$ cat src/rtl/fence_pkg.sv
// Shared types for the fence slot programmer.
// Assumes nothing beyond the encodings listed here.
package fence_pkg;

    typedef enum logic [1:0] {
        TILE_NONE = 2'd0,
        TILE_X    = 2'd1,
        TILE_Y    = 2'd2,
        TILE_RSVD = 2'd3
    } tile_mode_e;

    typedef enum logic [2:0] {
        SQ_IDLE,
        SQ_CLR_LO,
        SQ_WAIT_ROW,
        SQ_HI,
        SQ_LO
    } seq_state_e;

endpackage

$ cat src/rtl/fence_req_check.sv
// Judges whether a request may be carried out.
// A clear is always accepted. An enable needs a nonzero stride that is a
// multiple of 128 and a tiling layout of X or Y.
module fence_req_check
    import fence_pkg::*;
#(
    parameter int STRIDE_W = 17
) (
    input  logic [STRIDE_W-1:0] stride,
    input  logic [1:0]          mode,
    input  logic                clear,
    output logic                ok
);

    // Well-formedness decision for one request.
    always_comb begin
        ok = clear ||
             ((stride != '0) && (stride[6:0] == 7'd0) &&
              ((mode == TILE_X) || (mode == TILE_Y)));
    end

endmodule

$ cat src/rtl/fence_row_rem.sv
// Iterative restoring remainder: rem = dividend mod divisor.
// Takes W cycles after start, and fin stays high until the next start.
// Assumes the divisor is nonzero whenever start is asserted.
module fence_row_rem #(
    parameter int W = 32
) (
    input  logic         clk,
    input  logic         rst_n,
    input  logic         start,
    input  logic [W-1:0] dividend,
    input  logic [W-1:0] divisor,
    output logic         fin,
    output logic [W-1:0] rem
);

    localparam int CNT_W = $clog2(W + 1);

    logic [W-1:0]     dvd_q;
    logic [W-1:0]     dvs_q;
    logic [W-1:0]     rem_q;
    logic [CNT_W-1:0] cnt_q;
    logic             fin_q;
    logic [W:0]       trial;

    // Shift the next dividend bit into the partial remainder.
    always_comb begin
        trial = {rem_q, dvd_q[W-1]};
    end

    // One quotient bit per cycle: subtract the divisor when it fits.
    always_ff @(posedge clk) begin
        if (!rst_n) begin
            dvd_q <= '0;
            dvs_q <= '0;
            rem_q <= '0;
            cnt_q <= '0;
            fin_q <= 1'b0;
        end else if (start) begin
            dvd_q <= dividend;
            dvs_q <= divisor;
            rem_q <= '0;
            cnt_q <= CNT_W'(W);
            fin_q <= 1'b0;
        end else if (cnt_q != '0) begin
            if (trial >= {1'b0, dvs_q}) begin
                rem_q <= W'(trial - {1'b0, dvs_q});
            end else begin
                rem_q <= trial[W-1:0];
            end
            dvd_q <= dvd_q << 1;
            cnt_q <= cnt_q - 1'b1;
            fin_q <= (cnt_q == CNT_W'(1));
        end
    end

    assign fin = fin_q;
    assign rem = rem_q;

    // A finished remainder is always below the divisor.
    assert_rem_bound_R6: assert property (@(posedge clk) disable iff (!rst_n)
        fin_q |-> (rem_q < dvs_q));

    // The unit never reports finished while bits remain to be processed.
    assert_fin_after_count_R6: assert property (@(posedge clk) disable iff (!rst_n)
        (cnt_q != '0) |-> !fin_q);

endmodule

$ cat src/rtl/fence_word_pack.sv
// Builds the two 32-bit halves of a fence word from latched request fields.
// Assumes PITCH_SHIFT + PITCH_W <= 12, so the pitch field stays below the page bits.
module fence_word_pack #(
    parameter int W           = 32,
    parameter int STRIDE_W    = 17,
    parameter int PITCH_SHIFT = 2,
    parameter int PITCH_W     = 10
) (
    input  logic [W-1:0]        base,
    input  logic [W-1:0]        rsize,
    input  logic [STRIDE_W-1:0] stride,
    input  logic                y_tile,
    output logic [W-1:0]        hi_word,
    output logic [W-1:0]        lo_word
);

    localparam logic [W-1:0] PAGE_MASK = {{(W-12){1'b1}}, 12'd0};
    localparam logic [W-1:0] PAGE      = W'(4096);

    logic [PITCH_W-1:0] pitch;

    // Pitch in 128-byte units, minus one.
    always_comb begin
        pitch = PITCH_W'((stride >> 7) - 1'b1);
    end

    // Last page of the surface, and the start word with its flags.
    always_comb begin
        hi_word = (base + rsize - PAGE) & PAGE_MASK;
        lo_word = (base & PAGE_MASK)
                | (W'(pitch) << PITCH_SHIFT)
                | (W'(y_tile) << 1)
                | W'(1);
    end

endmodule

$ cat src/rtl/fence_seq.sv
// Issues the ordered register writes for one request and waits for an
// acknowledge on each one. A clear gives low zero then high zero. An enable
// gives low zero, then (once the row remainder is ready) the high word, then
// the low word. Assumes REG_BASE is 8-byte aligned.
module fence_seq
    import fence_pkg::*;
#(
    parameter int              SLOT_W   = 4,
    parameter int              ADDR_W   = 16,
    parameter logic [ADDR_W-1:0] REG_BASE = 16'h4000
) (
    input  logic              clk,
    input  logic              rst_n,
    input  logic              accept,
    input  logic              req_ok,
    input  logic              req_clear,
    input  logic [SLOT_W-1:0] slot_q,
    input  logic              row_fin,
    input  logic [31:0]       hi_word,
    input  logic [31:0]       lo_word,
    input  logic              wr_ack,
    output logic              wr_valid,
    output logic [ADDR_W-1:0] wr_addr,
    output logic [31:0]       wr_data,
    output logic              idle,
    output logic              done,
    output logic              err
);

    seq_state_e state;
    logic       clr_q;
    logic       done_q;
    logic       err_q;
    logic       low_safe;
    logic       hi_sel;

    // Step through the write order, advancing on each acknowledge.
    always_ff @(posedge clk) begin
        if (!rst_n) begin
            state    <= SQ_IDLE;
            clr_q    <= 1'b0;
            done_q   <= 1'b0;
            err_q    <= 1'b0;
            low_safe <= 1'b0;
        end else begin
            done_q <= 1'b0;
            err_q  <= 1'b0;
            case (state)
                SQ_IDLE: if (accept) begin
                    if (!req_ok) begin
                        err_q <= 1'b1;
                    end else begin
                        clr_q <= req_clear;
                        state <= SQ_CLR_LO;
                    end
                end
                SQ_CLR_LO: if (wr_ack) begin
                    low_safe <= 1'b1;
                    state    <= clr_q ? SQ_HI : SQ_WAIT_ROW;
                end
                SQ_WAIT_ROW: if (row_fin) begin
                    state <= SQ_HI;
                end
                SQ_HI: if (wr_ack) begin
                    if (clr_q) begin
                        state    <= SQ_IDLE;
                        done_q   <= 1'b1;
                        low_safe <= 1'b0;
                    end else begin
                        state <= SQ_LO;
                    end
                end
                SQ_LO: if (wr_ack) begin
                    state    <= SQ_IDLE;
                    done_q   <= 1'b1;
                    low_safe <= 1'b0;
                end
                default: state <= SQ_IDLE;
            endcase
        end
    end

    // Drive the bus from the current step.
    always_comb begin
        wr_valid = 1'b0;
        wr_data  = '0;
        hi_sel   = 1'b0;
        case (state)
            SQ_CLR_LO: wr_valid = 1'b1;
            SQ_HI: begin
                wr_valid = 1'b1;
                hi_sel   = 1'b1;
                wr_data  = clr_q ? 32'd0 : hi_word;
            end
            SQ_LO: begin
                wr_valid = 1'b1;
                wr_data  = lo_word;
            end
            default: ;
        endcase
        wr_addr = REG_BASE + (ADDR_W'(slot_q) << 3) + (hi_sel ? ADDR_W'(4) : ADDR_W'(0));
    end

    assign idle = (state == SQ_IDLE);
    assign done = done_q;
    assign err  = err_q;

    // A pending write keeps its address and data until acknowledged.
    assert_wr_hold_R4: assert property (@(posedge clk) disable iff (!rst_n)
        (wr_valid && !wr_ack) |=> (wr_valid && $stable(wr_addr) && $stable(wr_data)));

    // The request side is closed while a write is pending.
    assert_busy_closed_R1: assert property (@(posedge clk) disable iff (!rst_n)
        wr_valid |-> !idle);

    // The high half is touched only after the low half has been zeroed.
    assert_hi_after_zero_R2: assert property (@(posedge clk) disable iff (!rst_n)
        (wr_valid && wr_addr[2]) |-> low_safe);

    // A rejected request issues no write.
    assert_err_no_write_R8: assert property (@(posedge clk) disable iff (!rst_n)
        err |-> !wr_valid);

    // Completion and rejection are never reported together.
    assert_one_outcome_R9: assert property (@(posedge clk) disable iff (!rst_n)
        !(done && err));

endmodule

$ cat src/rtl/fence_prog.sv
// Top of the fence slot programmer. Latches a request on acceptance, starts
// the tile-row remainder for enables, and lets the sequencer emit the writes.
// Assumes the write target holds wr_ack low unless wr_valid is high.
module fence_prog
    import fence_pkg::*;
#(
    parameter int                SLOT_W      = 4,
    parameter int                ADDR_W      = 16,
    parameter logic [ADDR_W-1:0] REG_BASE    = 16'h4000,
    parameter int                STRIDE_W    = 17,
    parameter int                PITCH_SHIFT = 2,
    parameter int                PITCH_W     = 10
) (
    input  logic                clk,
    input  logic                rst_n,
    input  logic                req_valid,
    output logic                req_ready,
    input  logic [SLOT_W-1:0]   req_slot,
    input  logic [31:0]         req_base,
    input  logic [31:0]         req_size,
    input  logic [STRIDE_W-1:0] req_stride,
    input  logic [1:0]          req_mode,
    input  logic                req_clear,
    output logic                wr_valid,
    input  logic                wr_ack,
    output logic [ADDR_W-1:0]   wr_addr,
    output logic [31:0]         wr_data,
    output logic                done,
    output logic                err
);

    localparam int W = 32;

    logic                accept;
    logic                req_ok;
    logic                idle;
    logic                row_fin;
    logic [W-1:0]        row_len;
    logic [W-1:0]        row_rem;
    logic [W-1:0]        rsize;
    logic [W-1:0]        hi_word;
    logic [W-1:0]        lo_word;
    logic [SLOT_W-1:0]   slot_q;
    logic [W-1:0]        base_q;
    logic [W-1:0]        size_q;
    logic [STRIDE_W-1:0] stride_q;
    logic                y_q;

    assign req_ready = idle;
    assign accept    = req_valid && idle;

    // Tile row length of the incoming request.
    always_comb begin
        row_len = (req_mode == TILE_Y) ? (W'(req_stride) << 5) : (W'(req_stride) << 3);
        rsize   = size_q - row_rem;
    end

    // Capture the request fields on acceptance.
    always_ff @(posedge clk) begin
        if (!rst_n) begin
            slot_q   <= '0;
            base_q   <= '0;
            size_q   <= '0;
            stride_q <= '0;
            y_q      <= 1'b0;
        end else if (accept) begin
            slot_q   <= req_slot;
            base_q   <= req_base;
            size_q   <= req_size;
            stride_q <= req_stride;
            y_q      <= (req_mode == TILE_Y);
        end
    end

    fence_req_check #(.STRIDE_W(STRIDE_W)) u_check (
        .stride (req_stride),
        .mode   (req_mode),
        .clear  (req_clear),
        .ok     (req_ok)
    );

    fence_row_rem #(.W(W)) u_rem (
        .clk      (clk),
        .rst_n    (rst_n),
        .start    (accept && req_ok && !req_clear),
        .dividend (req_size),
        .divisor  (row_len),
        .fin      (row_fin),
        .rem      (row_rem)
    );

    fence_word_pack #(
        .W           (W),
        .STRIDE_W    (STRIDE_W),
        .PITCH_SHIFT (PITCH_SHIFT),
        .PITCH_W     (PITCH_W)
    ) u_pack (
        .base    (base_q),
        .rsize   (rsize),
        .stride  (stride_q),
        .y_tile  (y_q),
        .hi_word (hi_word),
        .lo_word (lo_word)
    );

    fence_seq #(
        .SLOT_W   (SLOT_W),
        .ADDR_W   (ADDR_W),
        .REG_BASE (REG_BASE)
    ) u_seq (
        .clk       (clk),
        .rst_n     (rst_n),
        .accept    (accept),
        .req_ok    (req_ok),
        .req_clear (req_clear),
        .slot_q    (slot_q),
        .row_fin   (row_fin),
        .hi_word   (hi_word),
        .lo_word   (lo_word),
        .wr_ack    (wr_ack),
        .wr_valid  (wr_valid),
        .wr_addr   (wr_addr),
        .wr_data   (wr_data),
        .idle      (idle),
        .done      (done),
        .err       (err)
    );

endmodule

$ cat config.mk
export PLATFORM = sky130hd
export DESIGN_NAME = fence_prog
export DESIGN_NICKNAME = d
export VERILOG_FILES = /design/src/rtl/fence_pkg.sv /design/src/rtl/fence_req_check.sv /design/src/rtl/fence_row_rem.sv /design/src/rtl/fence_word_pack.sv /design/src/rtl/fence_seq.sv /design/src/rtl/fence_prog.sv
export SDC_FILE = /design/constraint.sdc
export NUM_CORES = 1
export LEC_CHECK = 0
export BUFFER_PORTS_ARGS = -buffer_cell sky130_fd_sc_hd__buf_4
export CAP_MARGIN = 20
export CORE_MARGIN = 5
export CORE_UTILIZATION = 50
export CTS_CLUSTER_SIZE = 10
export DETAILED_ROUTE_END_ITERATION = 12
export HOLD_SLACK_MARGIN = 0.02
export PLACE_DENSITY = 0.75
export SLEW_MARGIN = 10
export SYNTH_ARGS = -nofsm -noshare
export SYNTH_HDL_FRONTEND = slang
export SYNTH_SLANG_ARGS = --single-unit
$ cat constraint.sdc
create_clock -name clk -period 9.5 [get_ports clk]
set_clock_uncertainty 0.2 [all_clocks]
set_input_delay 1.425 -clock clk [delete_from_list [all_inputs] [get_ports clk]]
set_output_delay 1.425 -clock clk [all_outputs]
set_load 0.005 [all_outputs]
==> results of run 1 <==
-- cell type report --
class / count / area, sq um / share of cell area [%]
well taps: 285 / 357 / 2.75
flip-flops and latches: 175 / 3500 / 27.0
multi-input cells: 1024 / 7010 / 54.0
clock buffers: 18 / 439 / 3.38
repair buffers: 143 / 1080 / 8.33
inverters: 121 / 454 / 3.50
clock inverters: 14 / 143 / 1.10
-- synth_stat cells, drive strengths merged (24+ instances only) --
library cell and n:
inv 121, ha 83, o21ai 51, nor2 58
o211a 45, fa 31, buf 24, a211oi 24
nand3 48, clkbuf 64, dfxtp 175, a21boi 84
a21oi 53, nand2 276, nor3 25, xnor2 38
-- worst min path at each step --
stage                           to  slack, ns  cells after the start
CTS                 u_rem.dvs_q[9]       0.25                      2
detailed placement  u_rem.dvs_q[9]       0.24                      2
finish              u_rem.dvs_q[9]       0.24                      2
floorplan           u_rem.dvs_q[5]       0.22                      2
global route          u_rem.rem[2]       0.27                      2
global placement    u_rem.dvs_q[9]       0.23                      2
-- critical path: cells and delay by family, from the launching register on --
family                     cells  cell delay, ns
xor gates and xnor gates       1            0.15
DFF                            1            0.38
buffers and inverters          2            0.24
adders and majority gates      3            1.25
AOI/OAI and AO/OA              7            1.75
-- per-stage QoR --
step | hold slack (ns) | std cells | setup slack [ns] | power, W
3_5_place_dp | 0.238 | 1747 | 4.15 | 0.00360
4_1_cts | 0.250 | 1779 | 3.67 | 0.00432
3_3_place_gp | 0.232 | 1747 | 4.19 | 0.00355
6_report | 0.244 | 1780 | 3.65 | 0.00432
5_1_grt | 0.274 | 1780 | 3.25 | 0.00471
2_1_floorplan | 0.220 | 1408 | 4.77 | 0.00302
-- routing by layer --
| layer | track usage (%) | up-vias |
|---|---|---|
| met5 | 0 | - |
| met4 | 6.49 | 0 |
| li1 | - | 4940 |
| met2 | 35.5 | 330 |
| met3 | 3.49 | 46 |
| met1 | 32.6 | 4713 |
-- registers in the layout, summed over array words and instances (netlist names) --
name and cells:
base_q 32, size_q 32, slot_q 4, stride_q 10, u_rem.cnt_q 6, u_rem.dvd_q 32, u_rem.dvs_q 19, u_rem.fin 1
u_rem.rem 32, u_seq.clr_q 1, u_seq.done 1, u_seq.err 1, u_seq.state 3, y_q 1
-- cells by family after synthesis --
family          count (synthesis)  synth area share [%]
mux                            19                  1.70
other cells                     2                0.0662
compound gates                341                  21.6
fa+ha+maj                     114                  14.6
simple gates                  488                  19.5
xor+xnor                       51                  3.94
flops                         175                  30.9
buf+inv                       209                  7.70
-- cells in the final DEF, fill, tap and decap left out, types with 7 or more instances in the layout --
| cell type | netlist | layout |
|---|---|---|
| o22ai_1 | 18 | 18 |
| a31oi_1 | 8 | 8 |
| mux2i_1 | 17 | 17 |
| xnor2_1 | 38 | 38 |
| nor2_1 | 58 | 58 |
| conb_1 | 2 | 11 |
| o211ai_1 | 8 | 8 |
| o211a_1 | 45 | 45 |
| or3_1 | 9 | 8 |
| xor2_1 | 13 | 13 |
| o21ai_0 | 41 | 41 |
| nor2b_1 | 8 | 8 |
| and3_1 | 7 | 7 |
| a21oi_1 | 52 | 52 |
| nor4_1 | 9 | 9 |
| buf_4 | 13 | 142 |
| o21ai_1 | 10 | 10 |
| a21o_1 | 16 | 16 |
| nand2_1 | 275 | 273 |
| a21boi_0 | 83 | 83 |
| a211oi_1 | 23 | 23 |
| fa_1 | 31 | 31 |
| nand2b_1 | 13 | 13 |
| clkbuf_16 | 0 | 17 |
| dfxtp_1 | 175 | 175 |
| nand3_1 | 47 | 47 |
| inv_1 | 121 | 121 |
| ha_1 | 83 | 83 |
| nor3_1 | 23 | 22 |
-- where the power goes --
group	switching (W)	internal (W)	total (W)
clock	0.000334	0.000356	0.000690
combinational	0.00156	0.00109	0.00265
sequential	0.000123	0.000859	0.000982
==> flow_summary.yaml, run 1 <==
outcome:
  outcome: "finished clean"
floorplan:
  die_w_microns: 161
  fp.dieArea_sq_mm: 0.0258
  rows: 55
  initial_core_util_pct: 50.4
  ios: 144
  die_h_microns: 161
  core_region_area_sq_mm: 0.0225
clock_network:
  cts.htree.levels: 4
  post-cts-setup-buffer-count: 0
  clk_pin_slew_ns: 0.07
  clock_sinks: 175
  cts_buffers: 17
  hold_buffers: 0
  clock_latency_ns: 0.44
  clockRootBuffer: "clkbuf_16"
  cts_resized: 0
  clockBufferDepth: 2
  cts_tree: "yes"
grt:
  grt_pass1_wl_mm: 48.5
  antenna_found_initial: 0
  grt_overflow: 0
  grt_pass1_vias: 9619
  grt_usage_pct: 22.7
  grt_start_max_net_pins: 87
setup_path:
  critPathArrivalTime_ns: 4.23
  crit_path_end: "wr_data[30]"
  r2r-end: "u_rem.rem[12]"
  critPathLaunch: "u_rem.rem[11]"
  reg2reg_from: "u_rem.dvs_q[14]"
  startpoint_type: "register"
  crit_path_max_fanout: 5
  worstRegToRegCells: 11
  slowest_stage: "o41ai_1"
  regToRegSetupSlack_ns: 5.67
  end_kind: "output port"
  slowest_delay_ns: 0.69
  cp.required_ns: 7.88
  crit_path_cell_trace: "inv_1 -> fa_1 -> fa_1 -> ha_1 -> o21ai_0 -> o21ai_0 -> a32oi_1 -> o21ai_1 -> o41ai_1 -> o41a_1 -> xor2_1 -> o22ai_1 -> buf_4"
  crit_type: "register to output port"
synth:
  synthCells: 1399
  synthTopCellsByArea: "dfxtp_1 31%, ha_1 9.2%, nand2_1 9.1%"
  ys_warn_count: 0
  ys_ff_latch: 175
  ys_seq_area_share_pct: 30.9
  synthFlopType: "dfxtp_1"
  synthArstFlopShare_pct: 0
  syn-cell-area_sq_mm: 0.0113
  synth.avg_cell_area_sq_um: 8.10
  synth_edf_count: 0
  synth_top_area_share_pct: 30.9
  ys_types: 76
  synth_top_cell_by_area: "dfxtp_1"
sta:
  post-route-period-util_pct: 61.6
  rsz0062_at_grt: "false"
  finalHoldViolCount: 0
  maxSlewHeadroom_pct: 34.0
  fin_crit_ns: 5.85
  fmax_mhz: 171
  setup_viol: 0
  tns_ns: 0
  worst_pin_slew_ns: 0.989
  slew_violations: 0
final_layout:
  final_nets: 1688
  n_antenna_cell: 0
  fillCellCount: 2042
  final_area_sq_mm: 0.0130
  drive_above_1_share_pct: 13.2
  area_growth_pct: 14.5
  finish.utilization_pct: 57.7
hold_path:
  min_path_type: "register to register"
  min_from: "u_rem.dvs_q[9]"
place:
  io_buffers: 132
  place_area_sq_mm: 0.0124
  dp_hpwl_mm: 22.6
  gp_congestion: 0.914
power_and_ir_drop:
  p_leak_nw: 5.91
  power_density_mw_per_mm2: 333
  ir_drop_v: 0.000167
drt:
  topRoutingLayerUsed: "met4"
  dr_wl_met2_mm: 13.2
  routed-wl-met3_mm: 1.85
  drtIter0Drc: 745
  remaining_drc_errors: 0
  met1Wirelength_mm: 13.9
  vias: 10000
  wl_mm: 29.6
  ant_nets: 0
  routed_via_density: 5.63
  post_drt_wl_per_cell_microns: 16.7
  drt-pass1-iter-count: 8
job:
  maxCapViolCount: 0
Note: power is estimated with default switching activity, not from simulation.
==> inputs of run 2 (changes only) <==
--- a/config.mk
+++ b/config.mk
@@ -12,7 +12,7 @@
 export CTS_CLUSTER_SIZE = 10
 export DETAILED_ROUTE_END_ITERATION = 12
 export HOLD_SLACK_MARGIN = 0.02
-export PLACE_DENSITY = 0.75
+export PLACE_DENSITY = 0.78
 export SLEW_MARGIN = 10
 export SYNTH_ARGS = -nofsm -noshare
 export SYNTH_HDL_FRONTEND = slang
==> constraint.sdc (replaced) <==
create_clock -name clk -period 5.2 [get_ports clk]
set_clock_uncertainty 0.2 [all_clocks]
set_input_delay 0.78 -clock clk [delete_from_list [all_inputs] [get_ports clk]]
set_output_delay 0.78 -clock clk [all_outputs]
set_load 0.005 [all_outputs]
==> run 2 against run 1 <==
Net effect:
- via count increased by 0.73%
- sequential share of layout area decreased by 0.13 points
- wire length increased by 1.4%
- register-to-register slack got worse by 4.3 ns
- cell area increased by 0.49%
- non-clock buffer count increased by 2
- combinational power increased by 86%
- first-iteration DRC count increased by 24%
- critical path depth unchanged
- sequential cell count unchanged
- critical path type unchanged
- largest cell class unchanged
==> flow_summary.yaml, run 2 (synthesis gave the netlist of run 1 again) <==
outcome:
  outcome: "finished clean"
setup_path:
  path_buf_inv: 2
  cp.required_ns: 4.22
  critPathArrivalTime_ns: 3.95
  slowest_stage: "fa_1"
  reg2reg_from: "u_rem.rem[13]"
  crit_type: "register to output port"
  startpoint_type: "register"
  crit_path_max_fanout: 5
  crit_path_frequent_cell: "fa_1"
  slowest_delay_ns: 0.45
  critPathLaunch: "u_rem.rem[11]"
  critical-path-top-delay-family: "adder cells"
  crit_path_cell_trace: "inv_1 -> fa_1 -> fa_1 -> ha_1 -> nand4_1 -> nor2_1 -> o211ai_1 -> o21ai_2 -> a31oi_1 -> o41a_1 -> xor2_1 -> o22ai_1 -> buf_4"
  end_kind: "output port"
sta:
  maxSlewHeadroom_pct: 31.6
  tns_ns: 0
  worst_pin_slew_ns: 1.02
  slew_violations: 0
  rsz0062_at_grt: "false"
  finalHoldViolCount: 0
  fmax_mhz: 203
  fin_crit_ns: 4.93
  post-route-period-util_pct: 94.9
  setup_viol: 0
hold_path:
  min_from: "u_rem.dvs_q[5]"
  min_path_type: "register to register"
place:
  place_area_sq_mm: 0.0124
  io_buffers: 132
  dp_hpwl_mm: 22.6
  gp_congestion: 0.939
drt:
  drtIter0Drc: 927
  drt-pass1-iter-count: 7
  ant_nets: 0
  remaining_drc_errors: 0
  post_drt_wl_per_cell_microns: 16.9
  vias: 10100
  routed_via_density: 5.67
  wl_mm: 30.1
final_layout:
  area_growth_pct: 15.1
  drive_above_1_share_pct: 13.5
  mostFrequentLayoutCells: "273 x nand2_1, 175 x dfxtp_1, 145 x buf_4"
  multi_input_comb_area_sq_mm: 0.00702
  n_antenna_cell: 0
  final_nets: 1690
  final_area_sq_mm: 0.0130
  final_common_cell: "nand2_1"
  seq_area_sq_mm: 0.00350
  fillCellCount: 1976
job:
  maxCapViolCount: 0
floorplan:
  rows: 55
  die_w_microns: 161
  core_region_area_sq_mm: 0.0225
  fp.dieArea_sq_mm: 0.0258
  ios: 144
  die_h_microns: 161
  initial_core_util_pct: 50.4
grt:
  use_met3_pct: 4.36
  grt_start_max_net_pins: 81
  antenna_found_initial: 0
  grt_overflow: 0
  use_met2_pct: 37.0
  grt_pass1_vias: 9650
  grt_usage_pct: 23.2
  grtUsageMet1_pct: 31.7
  grt.busiest_layer: "met2"
  grt_pass1_wl_mm: 49.1
clock_network:
  cts.htree.levels: 4
  cts_tree: "yes"
  hold_buffers: 0
  clock_latency_ns: 0.45
  clk_pin_slew_ns: 0.07
  clock_sinks: 175
  clockRootBuffer: "clkbuf_16"
  cts_buffers: 17
  clockBufferDepth: 2
power_and_ir_drop:
  p_leak_nw: 5.94
  power_density_mw_per_mm2: 619
  ir_drop_v: 0.000333
-- run 2: changes by cell type in the layout (fill, tap and decap cells not counted), sizes merged --
cell,previous run,this run
clkbuf,18,17
clkinv,6,7
bufinv,0,1
clkinvlp,1,0
buf,143,145
-- run 2: cell type report --
type                       instances  share of cell area (%)
inverter                         121                    3.48
sequential                       175                    26.8
tap                              285                    2.73
multi-input combinational       1024                    53.8
clock buffer                      17                    3.26
timing repair buffer             145                    8.34
clock inverter                    15                    1.52
-- run 2: repair_timing --
item | CTS | global route
buffers inserted | 0 | 0
endpoints found under the setup margin | 0 | 5
gates resized for setup | 0 | 4
-- run 2: final timing paths --
path	to	slack [ns]	cells after the start
min reg2reg	u_rem.dvs_q[5]	0.25	2
max reg2reg	u_rem.rem[6]	1.39	10
min	u_rem.dvs_q[5]	0.25	2
max	wr_data[28]	0.27	13
-- run 2: routing by layer --
layer	up-vias	share of wire, %
met5	-	0
met4	0	2.7
met3	54	6.4
met2	310	46
met1	4802	45
li1	4936	-
-- run 2: report_power, final --
group | internal, W | total, W | switching (W)
clock network | 0.000697 | 0.00135 | 0.000649
logic | 0.00203 | 0.00494 | 0.00291
registers | 0.00157 | 0.00179 | 0.000225
total | 0.00429 | 0.00808 | 0.00379
-- run 2: per-stage QoR --
step                      util [%]  setup WS (ns)  power (W)  instances  hold WS [ns]
after global placement        55.2          0.687    0.00650       1750         0.238
final                         58.0          0.266    0.00808       1782         0.250
after CTS                     57.9          0.183    0.00799       1782         0.251
after global routing          58.0         0.0408    0.00879       1782         0.279
after floorplan                  -           1.12    0.00552       1408         0.220
after detailed placement      55.2          0.669    0.00660       1750         0.240
-- run 2: tightest hold or removal path: stages (launching register included) --
cell and delay, ns:
dfxtp_1 0.30, inv_1 0.07, nor2_1 0.04
